## src/rtl/fetch_npc_pkg.sv

```systemverilog
`timescale 1ns/1ps
package fetch_npc_pkg;
  localparam int NSLOT = 2;
  typedef enum logic [1:0] {
    SRC_SEQ_FULL,
    SRC_SEQ_HALF,
    SRC_PRED,
    SRC_REDIR
  } npc_src_e;
endpackage

```

## src/rtl/npc_slot_qual.sv

```systemverilog
`timescale 1ns/1ps
module npc_slot_qual (
  input  logic hit_i,
  input  logic taken_i,
  input  logic in_block_i,
  output logic pred_taken_o
);
  // A slot steers fetch only with a tag hit, a taken guess, and being inside the block.
  always_comb begin
    pred_taken_o = hit_i & taken_i & in_block_i;
  end
endmodule

```

## src/rtl/npc_priority.sv

```systemverilog
`timescale 1ns/1ps
module npc_priority #(
  parameter int N = 2
) (
  input  logic [N-1:0] req_i,
  output logic [N-1:0] first_o,
  output logic [N-1:0] kill_o,
  output logic         any_o
);
  logic [N:0] seen;

  always_comb begin
    seen[0] = 1'b0;
    for (int i = 0; i < N; i++) begin
      first_o[i]  = req_i[i] & ~seen[i];
      kill_o[i]   = seen[i];
      seen[i+1]   = seen[i] | req_i[i];
    end
    any_o = seen[N];
  end
endmodule

```

## src/rtl/npc_pc_reg.sv

```systemverilog
`timescale 1ns/1ps
module npc_pc_reg #(
  parameter int          PC_W      = 32,
  parameter logic [31:0] RESET_VEC = 32'h0000_1000
) (
  input  logic            clk,
  input  logic            rst_n,
  input  logic            stall_i,
  input  logic            redirect_i,
  input  logic [PC_W-1:0] redirect_pc_i,
  input  logic [PC_W-1:0] npc_i,
  output logic [PC_W-1:0] pc_o
);
  logic [1:0]      rst_sync_q;
  logic            rst_q;
  logic            pc_en;
  logic [PC_W-1:0] pc_d;
  logic [PC_W-1:0] pc_q;

  // reset asserts at once, releases on the clock
  always_ff @(posedge clk or negedge rst_n) begin
    if (!rst_n) rst_sync_q <= 2'b00;
    else        rst_sync_q <= {rst_sync_q[0], 1'b1};
  end
  assign rst_q = rst_sync_q[1];

  always_comb begin
    pc_en = redirect_i | ~stall_i;
    pc_d  = redirect_i ? redirect_pc_i : npc_i;
  end

  always_ff @(posedge clk or negedge rst_q) begin
    if (!rst_q)     pc_q <= RESET_VEC[PC_W-1:0];
    else if (pc_en) pc_q <= pc_d;
  end

  assign pc_o = pc_q;

  p_load_r9: assert property (@(posedge clk) disable iff (!rst_q)
    (!stall_i && !redirect_i) |=> (pc_q == $past(npc_i)));
  p_hold_r10: assert property (@(posedge clk) disable iff (!rst_q)
    (stall_i && !redirect_i) |=> $stable(pc_q));
  p_redirect_r11: assert property (@(posedge clk) disable iff (!rst_q)
    redirect_i |=> (pc_q == $past(redirect_pc_i)));
endmodule

```

## src/rtl/fetch_npc_sel.sv

```systemverilog
`timescale 1ns/1ps
module fetch_npc_sel
  import fetch_npc_pkg::*;
#(
  parameter int          PC_W       = 32,
  parameter int          INST_BYTES = 4,
  parameter logic [31:0] RESET_VEC  = 32'h0000_1000
) (
  input  logic            clk,
  input  logic            rst_n,
  input  logic            stall_i,
  input  logic            redirect_i,
  input  logic [PC_W-1:0] redirect_pc_i,
  input  logic            s0_hit_i,
  input  logic            s0_taken_i,
  input  logic [PC_W-1:0] s0_target_i,
  input  logic            s1_hit_i,
  input  logic            s1_taken_i,
  input  logic [PC_W-1:0] s1_target_i,
  input  logic            blk_last_i,
  output logic [PC_W-1:0] pc_o,
  output logic [PC_W-1:0] next_pc_o,
  output logic            slot1_valid_o,
  output logic [1:0]      taken_slot_o
);
  localparam int FULL_STEP = NSLOT * INST_BYTES;
  localparam int HALF_STEP = INST_BYTES;

  logic [NSLOT-1:0]           hit_v, taken_v, in_blk_v, pred_v;
  logic [NSLOT-1:0][PC_W-1:0] tgt_v;
  logic [NSLOT-1:0]           first_v, kill_v;
  logic                       any_pred;
  logic [PC_W-1:0]            pc_cur, pred_tgt;
  npc_src_e                   src;

  always_comb begin
    hit_v   = {s1_hit_i, s0_hit_i};
    taken_v = {s1_taken_i, s0_taken_i};
    tgt_v[0] = s0_target_i;
    tgt_v[1] = s1_target_i;
  end

  for (genvar g = 0; g < NSLOT; g++) begin : g_slot
    // only the older slot survives a block-end fetch
    if (g == 0) begin : g_old
      assign in_blk_v[g] = 1'b1;
    end else begin : g_young
      assign in_blk_v[g] = ~blk_last_i;
    end
    npc_slot_qual u_qual (
      .hit_i        (hit_v[g]),
      .taken_i      (taken_v[g]),
      .in_block_i   (in_blk_v[g]),
      .pred_taken_o (pred_v[g])
    );
  end

  npc_priority #(.N(NSLOT)) u_prio (
    .req_i   (pred_v),
    .first_o (first_v),
    .kill_o  (kill_v),
    .any_o   (any_pred)
  );

  always_comb begin
    pred_tgt = '0;
    for (int i = 0; i < NSLOT; i++) begin
      if (first_v[i]) pred_tgt = tgt_v[i];
    end
  end

  always_comb begin
    if (redirect_i)      src = SRC_REDIR;
    else if (any_pred)   src = SRC_PRED;
    else if (blk_last_i) src = SRC_SEQ_HALF;
    else                 src = SRC_SEQ_FULL;
  end

  always_comb begin
    unique case (src)
      SRC_REDIR:    next_pc_o = redirect_pc_i;
      SRC_PRED:     next_pc_o = pred_tgt;
      SRC_SEQ_HALF: next_pc_o = pc_cur + PC_W'(HALF_STEP);
      default:      next_pc_o = pc_cur + PC_W'(FULL_STEP);
    endcase
  end

  npc_pc_reg #(.PC_W(PC_W), .RESET_VEC(RESET_VEC)) u_pc (
    .clk           (clk),
    .rst_n         (rst_n),
    .stall_i       (stall_i),
    .redirect_i    (redirect_i),
    .redirect_pc_i (redirect_pc_i),
    .npc_i         (next_pc_o),
    .pc_o          (pc_cur)
  );

  always_comb begin
    pc_o          = pc_cur;
    slot1_valid_o = in_blk_v[1] & ~kill_v[1];
    taken_slot_o  = first_v;
  end

  p_onehot_r3: assert property (@(posedge clk) disable iff (!rst_n)
    $onehot0(taken_slot_o));
  p_cancel_r4: assert property (@(posedge clk) disable iff (!rst_n)
    (s0_hit_i && s0_taken_i) |-> (!slot1_valid_o && taken_slot_o == 2'b01));
  p_nohit_r7: assert property (@(posedge clk) disable iff (!rst_n)
    (!s0_hit_i && !s1_hit_i) |-> (taken_slot_o == 2'b00));
  p_blkend_r8: assert property (@(posedge clk) disable iff (!rst_n)
    blk_last_i |-> (!slot1_valid_o && !taken_slot_o[1]));
  p_seq_r2: assert property (@(posedge clk) disable iff (!rst_n)
    (!redirect_i && taken_slot_o == 2'b00 && !blk_last_i) |-> (next_pc_o == pc_o + PC_W'(FULL_STEP)));
endmodule

```

## config.mk

```make
export PLATFORM = sky130hd
export DESIGN_NAME = fetch_npc_sel
export DESIGN_NICKNAME = d
export VERILOG_FILES = /design/src/rtl/fetch_npc_pkg.sv /design/src/rtl/npc_slot_qual.sv /design/src/rtl/npc_priority.sv /design/src/rtl/npc_pc_reg.sv /design/src/rtl/fetch_npc_sel.sv
export SDC_FILE = /design/constraint.sdc
export NUM_CORES = 1
export LEC_CHECK = 0
export ABC_AREA = 1
export BUFFER_PORTS_ARGS = -buffer_cell sky130_fd_sc_hd__buf_2
export CORE_MARGIN = 3
export CORE_UTILIZATION = 54
export CTS_CLUSTER_SIZE = 14
export DETAILED_ROUTE_END_ITERATION = 8
export GPL_TIMING_DRIVEN = 1
export PLACE_DENSITY = 0.95
export SLEW_MARGIN = 10
export SYNTH_ARGS = -nofsm -noshare
export SYNTH_HDL_FRONTEND = slang
export SYNTH_HIERARCHICAL = 1
export SYNTH_SLANG_ARGS = --single-unit
```

## constraint.sdc

```tcl
create_clock -name clk -period 2.4 [get_ports clk]
set_input_delay 0.12 -clock clk [delete_from_list [all_inputs] [get_ports clk]]
set_output_delay 0.12 -clock clk [all_outputs]
set_load 0.005 [all_outputs]
```

==> Word-level counts from Yosys, hierarchy flattened <==
Index checks and enable logic that the tools add are counted.
{ "word_totals": {"reg_bits": 34, "inputBits": 105, "word_cells": 24} }
{ "classes": {"add_sub_neg": 2, "eq_ne": 3, "muxes": 7, "bitwise": 10} }
{ "ops": {"columns": ["op", "n"], "rows": [
  ["$mux W32", 3],
  ["$pmux W32 S3", 1],
  ["$add A32 B3 Y32 const B", 1],
  ["$add A32 B4 Y32 const B", 1],
  ["$and A1 B1 Y1", 5],
  ["$eq A2 B2 Y1 const B", 2],
  ["$mux W2", 2],
  ["$not A1 Y1", 3],
  ["$eq A2 B1 Y1 const B", 1],
  ["$or A1 B1 Y1", 2],
  ["$mux W1", 1]
]} }

==> Longest topological paths before layout <==
{ "logic_depth": {"word_depth": 8, "mapped_depth": 17, "ltp_nobuf": 16} }

==> Modules after synthesis <==
Netlist, hierarchy kept.
{ "by_module_without_submodules": {"columns": ["mod", "instances", "cells_per_inst", "area_per_inst_um2", "seq_area_each_um2"], "rows": [
  ["fetch_npc_sel", 1, 554, 2562.5, 0.0],
  ["npc_pc_reg", 1, 179, 1566.5, 852.1],
  ["npc_priority", 1, 8, 41.3, 0.0],
  ["npc_slot_qual", 2, 3, 13.8, 0.0]
]} }

==> Worst setup path after synthesis <==
No wires, ideal clock.
{ "synth_path": {"kind": "reg2reg", "start": "reg u_pc.pc_q[2] (netlist: u_pc/pc_o[2])", "end": "reg u_pc.pc_q[20] (netlist: u_pc/pc_o[20])", "setup_time_ps": 124, "arrival_ps": 1589, "t_required_ps": 2276, "slack_ps": 687, "path_stages_with_launch": 13, "period_less_slack_ps": 1713, "cell_sequence": "dfrtp_1 -> ha_1 -> nand3_1 -> nor2_2 -> nand2_1 -> nor2_1 -> nand2_1 -> nand3_1 -> nand2_1 -> nand2_1 -> inv_1 -> nand2_1 -> nand3_1"} }
{ "synth_between": {"elab_chain_cells": 3, "elab_cells_between_ends": 4} }
{ "synth_rtl": {"columns": ["element", "line", "source"], "rows": [
  ["start: declaration", "npc_pc_reg.sv:18", "logic [PC_W-1:0] pc_q;"],
  ["start signal: assignment", "npc_pc_reg.sv:33", "if (!rst_q) pc_q <= RESET_VEC[PC_W-1:0];"],
  ["start signal: assignment", "npc_pc_reg.sv:34", "else if (pc_en) pc_q <= pc_d;"],
  ["$add A32 B4 Y32 / $add A32 B3 Y32 (equally long branches)", "fetch_npc_sel.sv:84, fetch_npc_sel.sv:83", null],
  ["$pmux W32 S3 *", "fetch_npc_sel.sv:80", "unique case (src)"],
  ["via next_pc_o[20]", "fetch_npc_sel.sv:22", "output logic [PC_W-1:0] next_pc_o,"],
  ["$mux W32 *", "npc_pc_reg.sv:29", "pc_d = redirect_i ? redirect_pc_i : npc_i;"]
]} }
Mark *: on every way through the listed nets, which the timed path passes. The rest lies on a longest branch.
A chain may end at the register's enable or synchronous reset.

==> Final worst setup path <==
{ "layout_path": {"start": "reg u_pc.pc_q[3] (netlist: u_pc/pc_o[3])", "end": "out next_pc_o[20]"} }
{ "layout_between": {"elab_chain_cells": 2, "elab_cells_between_ends": 3} }
{ "layout_rtl": {"columns": ["element", "line"], "rows": [
  ["$add A32 B4 Y32 / $add A32 B3 Y32 (equally long branches)", "fetch_npc_sel.sv:84, fetch_npc_sel.sv:83"],
  ["$pmux W32 S3 *", "fetch_npc_sel.sv:80"],
  ["end: declaration", "fetch_npc_sel.sv:22"]
]} }
Mark *: on every way between the ends. The rest lies on a longest branch, timed or not.

==> results.py <==
metrics = {
    "run_status": {
        "status": "completed",
    },
    "drt": {
        "highest_layer": "met4",
        "ant_nets": 0,
        "dr_wl_met2_um": 6710,
        "first_iter_violations": 519,
        "first_pass_iters": 6,
        "wl_met3_um": 1680,
        "wirelength_um": 14700,
        "drc_errors": 0,
        "vias": 5569,
        "wl_met1_um": 5960,
        "wl_per_cell_um": 14.7,
        "vias_per_cell": 5.54,
    },
    "timing": {
        "relSlewSlack_pct": 57.7,
        "maxSlewViolCount": 0,
        "rsz0062_at_grt": "false",
        "setup_viol": 0,
        "whs_ns": 0.0612,
        "tns_ns": 0,
        "max_freq_mhz": 455,
        "fin_skew_ns": 0.00445,
        "worst_slew_pin_slew_ns": 0.633,
        "min_period_over_period_pct": 91.6,
        "fin_ws_ns": 0.202,
        "timing.final.crit_period_ns": 2.20,
        "hold_viol": 0,
    },
    "worst_setup_path": {
        "cp_data_arrival_time_ns": 2.08,
        "path_max_fanout": 6,
        "slowest_delay_ns": 0.43,
        "required_ns": 2.28,
        "crit_path_cell_trace": "ha_2 -> nand3_1 -> nor2_2 -> nand2_1 -> nor2_1 -> nand2_1 -> nand3_1 -> nand2_1 -> nand2_1 -> inv_1 -> buf_2",
        "cp-start-kind": "register",
        "endpoint_kind": "primary output",
        "cp_common_cell": "nand2_1",
        "cp_slowest_cell": "dfrtp_1",
        "worstRegToRegCells": 12,
        "crit_type": "reg2out",
    },
    "placed_design": {
        "placed_cells_incl_taps": 996,
        "place.gp.congestion": 0.968,
        "dp_hpwl_um": 11200,
        "numPortBuffers": 171,
        "post-place-ws_ns": 0.533,
    },
    "synth": {
        "synthCells": 745,
        "avgSynthCellArea_um2": 5.62,
        "syn_nets": 852,
        "syn_area_um2": 4190,
        "ys_warn_count": 6,
    },
    "hold_path": {
        "min_path_type": "in2reg",
        "min_path_cells": 3,
    },
    "cts": {
        "clockRootBuffer": "clkbuf_8",
        "insertion_delay_ns": 0.29,
        "cts_setup_buffers": 0,
        "clock-sinks": 34,
        "htreeDepth": 2,
        "cts_buffer_depth": 2,
        "cts_tree": "done",
        "cts_inserted_buffers": 5,
        "clk_pin_slew_ns": 0.08,
    },
    "global_route": {
        "grt_max_degree": 35,
        "grt_pass1_wl_um": 24000,
        "antenna_found_initial": 0,
        "track_usage_pct": 33.5,
        "grt_overflow": 0,
        "grt_pass1_vias": 5263,
    },
    "power_and_ir_drop": {
        "p_leak_nw": 2.65,
        "peakVddDrop_mv": 0.270,
        "power_density_nw_per_um2": 380,
    },
    "cells_and_area": {
        "diodes": 0,
        "multiInputGateArea_um2": 2890,
        "area_growth_syn_to_layout_pct": 23.5,
        "drive_above_1_share_pct": 25.8,
        "final_cells": 1005,
        "nets": 1012,
        "fillers": 710,
        "ff_latch_area_um2": 852,
    },
    "flow_run": {
        "maxCapViolCount": 0,
    },
    "die": {
        "die_area_um2": 8850,
        "ios": 172,
        "die_height_um": 94.1,
        "core_region_area_um2": 7370,
        "num_rows": 31,
        "start_util_pct": 56.8,
        "die_x_um": 94.1,
    },
}
[placed cells by master (no fill, tap or decap), drive strengths merged, types with 4 or more instances in the layout]
cell type	count
nand2	299
nand4	5
nand3	133
a21oi	36
o21ai	13
o2111ai	5
a22oi	8
nor2	88
a22o	4
buf	186
clkbuf	7
inv	60
dfrtp	33
xor2	9
[per-stage QoR]
step	power [mW]	instance area, um^2	utilization (%)
detailed placement	1.49	5060	68.7
floorplan	1.16	4190	-
CTS	1.95	5160	70.1
global placement	1.48	5060	68.7
global route	2.09	5170	70.2
finish	1.96	5170	70.2
[per-layer routing]
layer / vias to the layer above / global-route usage [%]
met5: - / 0
met4: 0 / 11.3
met3: 41 / 5.93
met2: 344 / 54.2
met1: 2453 / 44.9
li1: 2731 / -
[critical path: cells and delay by family (launching register included)]
kind	cells	cell delay, ns
adder cells (fa/ha/maj)	1	0.28
flip-flops	1	0.43
buffers and inverters	2	0.16
AND/OR/NAND/NOR	8	0.92
[power by group]
part           total, mW  switching [mW]  internal [mW]
logic              0.755           0.442          0.313
registers          0.747           0.115          0.631
clock network      0.463           0.231          0.232
[area by class of cell]
cell class,instances,area share (%)
tap,99,2.40
clock inverter,1,0.0968
sequential,34,16.5
timing repair buffer,187,18.9
inverter,62,4.50
clock buffer,7,1.67
multi-input combinational,615,55.9
[sequential cells by signal (all words and copies together) (netlist names)]
signal and cells:
u_pc/pc_o 32, u_pc/rst_sync_q 2
[worst paths after layout]
path,slack (ns),start,endpoint
max,0.20,u_pc/pc_o[3],next_pc_o[20]
min,0.06,redirect_pc_i[6],u_pc/pc_o[6]
max reg2reg,0.49,u_pc/pc_o[3],u_pc/pc_o[20]
min reg2reg,0.33,u_pc/rst_sync_q[1],u_pc/pc_o[19]
max in group asynchronous,1.73,u_pc/rst_sync_q[1],u_pc/pc_o[12]
min in group asynchronous,0.14,rst_n,u_pc/rst_sync_q[0]
[what timing repair did]
item,in CTS,in global routing
setup endpoints to repair,0,5
resized for setup,0,3
hold buffers,1,0
hold endpoints to repair,2,0
No activity file was read; power rests on OpenSTA's default activity.
